===== src/rtl/wprpg_pkg.sv =====
package wprpg_pkg;
  localparam int unsigned WEIGHT_LEVELS = 4;
  localparam int unsigned WSEL_W        = $clog2(WEIGHT_LEVELS);

  typedef enum logic [WSEL_W-1:0] {
    W_HALF      = 2'd0,
    W_QUARTER   = 2'd1,
    W_EIGHTH    = 2'd2,
    W_SIXTEENTH = 2'd3
  } weight_e;
endpackage


===== src/rtl/wprpg_lfsr.sv =====
module wprpg_lfsr #(
  parameter int unsigned WIDTH        = 8,
  parameter logic [WIDTH-1:0] TAPS    = 8'hB8,
  parameter logic [WIDTH-1:0] DEF_SEED = 8'h1D
) (
  input  logic             clk,
  input  logic             rst,
  input  logic             step,
  input  logic             load,
  input  logic [WIDTH-1:0] seed,
  output logic [WIDTH-1:0] state_q
);
  logic feedback;
  logic [WIDTH-1:0] load_val;

  always_comb begin
    feedback = ^(state_q & TAPS);
    load_val = (seed == '0) ? DEF_SEED : seed;
  end

  always_ff @(posedge clk) begin
    if (rst)       state_q <= DEF_SEED;
    else if (load) state_q <= load_val;
    else if (step) state_q <= {state_q[WIDTH-2:0], feedback};
  end

  assert_nonzero_R5: assert property (@(posedge clk) disable iff (rst)
    state_q != '0);
  assert_load_R2: assert property (@(posedge clk) disable iff (rst)
    (load && seed != '0) |=> state_q == $past(seed));
  assert_zero_seed_R3: assert property (@(posedge clk) disable iff (rst)
    (load && seed == '0) |=> state_q == DEF_SEED);
  assert_state_hold_R4: assert property (@(posedge clk) disable iff (rst)
    (!load && !step) |=> $stable(state_q));
endmodule


===== src/rtl/wprpg_shaper.sv =====
module wprpg_shaper
  import wprpg_pkg::*;
(
  input  logic [WEIGHT_LEVELS-1:0] taps,
  input  logic [WSEL_W-1:0]        wt_sel,
  input  logic                     invert,
  output logic                     shaped
);
  logic [WEIGHT_LEVELS-1:0] acc;
  logic                     picked;

  assign acc[0] = taps[0];
  for (genvar i = 1; i < WEIGHT_LEVELS; i++) begin : g_and_chain
    assign acc[i] = acc[i-1] & taps[i];
  end

  always_comb begin
    picked = acc[wt_sel];
    shaped = (invert && (wt_sel != W_HALF)) ? ~picked : picked;
  end
endmodule


===== src/rtl/wprpg.sv =====
module wprpg
  import wprpg_pkg::*;
#(
  parameter int unsigned WIDTH         = 8,
  parameter logic [WIDTH-1:0] TAPS     = 8'hB8,
  parameter logic [WIDTH-1:0] DEF_SEED = 8'h1D,
  parameter int unsigned STAGE_STEP    = 2
) (
  input  logic              clk,
  input  logic              rst,
  input  logic              enable,
  input  logic              load,
  input  logic [WIDTH-1:0]  seed,
  input  logic [WSEL_W-1:0] wt_sel,
  input  logic              invert,
  output logic              wbit,
  output logic [WIDTH-1:0]  state
);
  localparam int unsigned TOP_STAGE = (WEIGHT_LEVELS - 1) * STAGE_STEP;

  logic [WEIGHT_LEVELS-1:0] taps;
  logic                     shaped;
  logic                     wbit_q;

  if (TOP_STAGE >= WIDTH) begin : g_bad_cfg
    initial $error("stage spacing exceeds register width");
  end

  wprpg_lfsr #(.WIDTH(WIDTH), .TAPS(TAPS), .DEF_SEED(DEF_SEED)) u_lfsr (
    .clk(clk), .rst(rst), .step(enable), .load(load), .seed(seed),
    .state_q(state)
  );

  for (genvar i = 0; i < WEIGHT_LEVELS; i++) begin : g_taps
    assign taps[i] = state[i*STAGE_STEP];
  end

  wprpg_shaper u_shaper (
    .taps(taps), .wt_sel(wt_sel), .invert(invert), .shaped(shaped)
  );

  always_ff @(posedge clk) begin
    if (rst)                  wbit_q <= 1'b0;
    else if (!load && enable) wbit_q <= shaped;
  end

  assign wbit = wbit_q;

  assert_wbit_hold_R4: assert property (@(posedge clk) disable iff (rst)
    (!load && !enable) |=> $stable(wbit));
  assert_load_keeps_wbit_R2: assert property (@(posedge clk) disable iff (rst)
    load |=> $stable(wbit));
  assert_half_ignores_invert_R6: assert property (@(posedge clk) disable iff (rst)
    (enable && !load && wt_sel == W_HALF) |=> wbit == $past(state[0]));
  assert_sixteenth_R9: assert property (@(posedge clk) disable iff (rst)
    (enable && !load && wt_sel == W_SIXTEENTH && !invert) |=>
      wbit == ($past(state[0]) & $past(state[2]) & $past(state[4]) & $past(state[6])));
endmodule


===== config.mk =====
export PLATFORM = sky130hd
export DESIGN_NAME = wprpg
export DESIGN_NICKNAME = d
export VERILOG_FILES = /design/src/rtl/wprpg_pkg.sv /design/src/rtl/wprpg_lfsr.sv /design/src/rtl/wprpg_shaper.sv /design/src/rtl/wprpg.sv
export SDC_FILE = /design/constraint.sdc
export NUM_CORES = 1
export LEC_CHECK = 0
export BUFFER_PORTS_ARGS = -buffer_cell sky130_fd_sc_hd__buf_2
export CORE_MARGIN = 2
export CORE_UTILIZATION = 30
export CTS_CLUSTER_SIZE = 28
export DETAILED_ROUTE_END_ITERATION = 7
export GPL_TIMING_DRIVEN = 0
export SETUP_SLACK_MARGIN = 0.05
export SLEW_MARGIN = 20
export SYNTH_ARGS = -nofsm -noshare
export SYNTH_HDL_FRONTEND = slang
export SYNTH_SLANG_ARGS = --single-unit

===== constraint.sdc =====
create_clock -name clk -period 1.7 [get_ports clk]
set_input_delay 0.085 -clock clk [delete_from_list [all_inputs] [get_ports clk]]
set_output_delay 0.085 -clock clk [all_outputs]
set_load 0.05 [all_outputs]

==> results.toml <==
[cells_and_area]
mostFrequentLayoutCell = "buf_2"
antenna_cells = 0
finish.instance_area_sq_um = 698
area_delta_synth_final_pct = 30.4
drive_gt1_frac = 0.330
layout_common_cells = "buf_2, nor2_1, dfxtp_1, nor2b_1"
nets = 104

[die]
io_pins = 24
die_area_sq_mm = 0.00214
rows = 15
die_x_microns = 46.3
start_util = 0.314
core-area_sq_mm = 0.00171
die_height_microns = 46.3

[sta]
holdWs_ns = 0.0706
min_period_over_period = 0.775
fin_setup_tns_ns = 0
max_freq_mhz = 759
fin_skew_ns = 0.00245
post-route-min-period_ns = 1.32
maxSlewViolCount = 0
slew_headroom = 0.731
setup_viol = 0
tightest_slew_ns = 0.403
hold_viol = 0
rsz0062_at_grt = "no"

[clock_tree]
cts_tree = "done"
h-tree-depth = 1
insertion_delay_ns = 0.26
cts_hold_buf = 0
numCtsBuffers = 3
cts.clk_slew.worst_paths_ns = 0.06
cts_resized = 0
clk_path_buf_depth = 2
cts_setup_buffers = 0
clock-sinks = 9
root_buffer = "clkbuf_4"

[detailed_routing]
dr.pass1.iters = 4
routedWlPerCell_microns = 11.0
routed_wl_mm = 1.25
ant_nets = 0
via_per_inst = 4.68
drt_iter0_drc = 11
drc_errors = 0
vias = 529

[global_routing]
antenna_found_initial = 0
grt_max_degree = 11
grt_pass1_vias = 436
grt_usage = 0.127
grt_overflow_total = 0
grt_pass1_wl_mm = 1.94

[worst_setup_path]
crit_buf_inv = 0
critPathRequiredTime_ns = 1.87
path_max_fanout = 5
cp_slowest_cell = "dfxtp_1"
start_kind = "flip-flop"
end_kind = "flip-flop"
crit_type = "reg -> reg"
slowest_delay_ns = 0.39
rrSetupSlack_ns = 0.38
critical_path.cell_chain = "and3b_1 > nor4b_1 > o31ai_1 > a311oi_1"
cp.arrival_ns = 1.48
path_delay_family = "simple AND/OR/NAND/NOR gates"

[synth]
synthXorXnorAreaFrac = 0.0491
ys_types = 27
yosys_most_used_dff = "dfxtp_1"
syn_area_sq_um = 536
synth_warnings = 0
synth_top_family_by_area = "simple AND/OR/NAND/NOR gates"
synthesis.nets = 78
synthAdderAreaFrac = 0
synth_compound_area_frac = 0.199
synthMuxAreaShare = 0.117
synth-async-reset-ratio = 0
synth_cells = 63
synth_edf_count = 0
yosysSeqAreaShare = 0.336
syn_area_per_cell_sq_um = 8.50
synthSimpleGateAreaFrac = 0.276
ys_seq_elements = 9

[placement]
io_buffers = 21
routabilityCongestion = 0.750
postPlaceCellArea_sq_um = 672
hpwl_microns = 965

[status]
status = "finished clean"

[flow_run]
cap_violations = 0

[power_and_ir_drop]
p_per_area_mw_per_mm2 = 825
ir_worst_vdd_mv = 0.381
leakage_uw = 0.000295

[worst_hold_path]
min_path_type = "in -> reg"
-- registers in the layout, summed over array words and instances (netlist names) --
signal	count
wbit	1
u_lfsr.state_q	8
-- Yosys cell counts, drive strengths merged, types with 2 or more instances --
cell	number	area share
mux2	2	0.042
nand2b	3	0.035
xnor2	3	0.049
o31ai	2	0.037
or3	2	0.023
dfxtp	9	0.34
o22ai	2	0.023
buf	2	0.016
mux2i	4	0.075
nor2	12	0.084
nor2b	5	0.058
a21oi	4	0.037
-- metrics by stage --
stage	utilization	cells	worst slack (ns)	power, uW
2_1_floorplan	-	63	0.128	366
3_3_place_gp	0.393	109	0.405	413
3_5_place_dp	0.393	109	0.386	414
4_1_cts	0.409	113	0.359	585
5_1_grt	0.409	113	0.278	613
6_report	0.409	113	0.383	576
-- worst min-delay path, delay by kind of cell --
kind | cells | cell delay [ns]
and+or+nand+nor | 1 | 0.07
AOI/OAI and AO/OA | 1 | 0.05
buffers and inverters | 1 | 0.09
-- cell families (layout without fill, tap and decap cells) --
kind of cell | Yosys count | count (layout)
and+or+nand+nor | 27 | 27
AOI/OAI and AO/OA | 15 | 15
DFF | 9 | 9
muxes | 6 | 6
xor gates and xnor gates | 3 | 3
buffers and inverters | 3 | 28
-- path summary, 6_finish.rpt --
kind | startpoint | to | cells past startpoint
setup / recovery | u_lfsr.state_q[6]$_SDFFE_PP0P_ | wbit$_SDFFE_PP0P_ | 4
hold / removal | seed[7] | u_lfsr.state_q[7]$_SDFFE_PP0P_ | 3
setup reg to reg | u_lfsr.state_q[6]$_SDFFE_PP0P_ | wbit$_SDFFE_PP0P_ | 4
hold reg to reg | wbit$_SDFFE_PP0P_ | wbit$_SDFFE_PP0P_ | 2
-- where the power goes --
group	switching (uW)	total (uW)	internal, uW
sequential	15.7	242	226
clock	76.8	167	90.6
combinational	104	167	62.8
-- routing by layer --
layer  GRT usage  wire [microns]
met5           0               0
met4      0.0686               0
met3      0.0118              61
met2       0.172             540
met1       0.192             646
-- final cells by class --
type / count / area [sq um]
Multi-Input combinational cell: 51 / 343
Buffer: 3 / 12.5
Timing Repair Buffer: 21 / 105
Sequential cell: 9 / 180
Tap cell: 25 / 31.3
Clock buffer: 4 / 26.3
Fill cell: 197 / 1010
(Power assumes the default switching activity.)
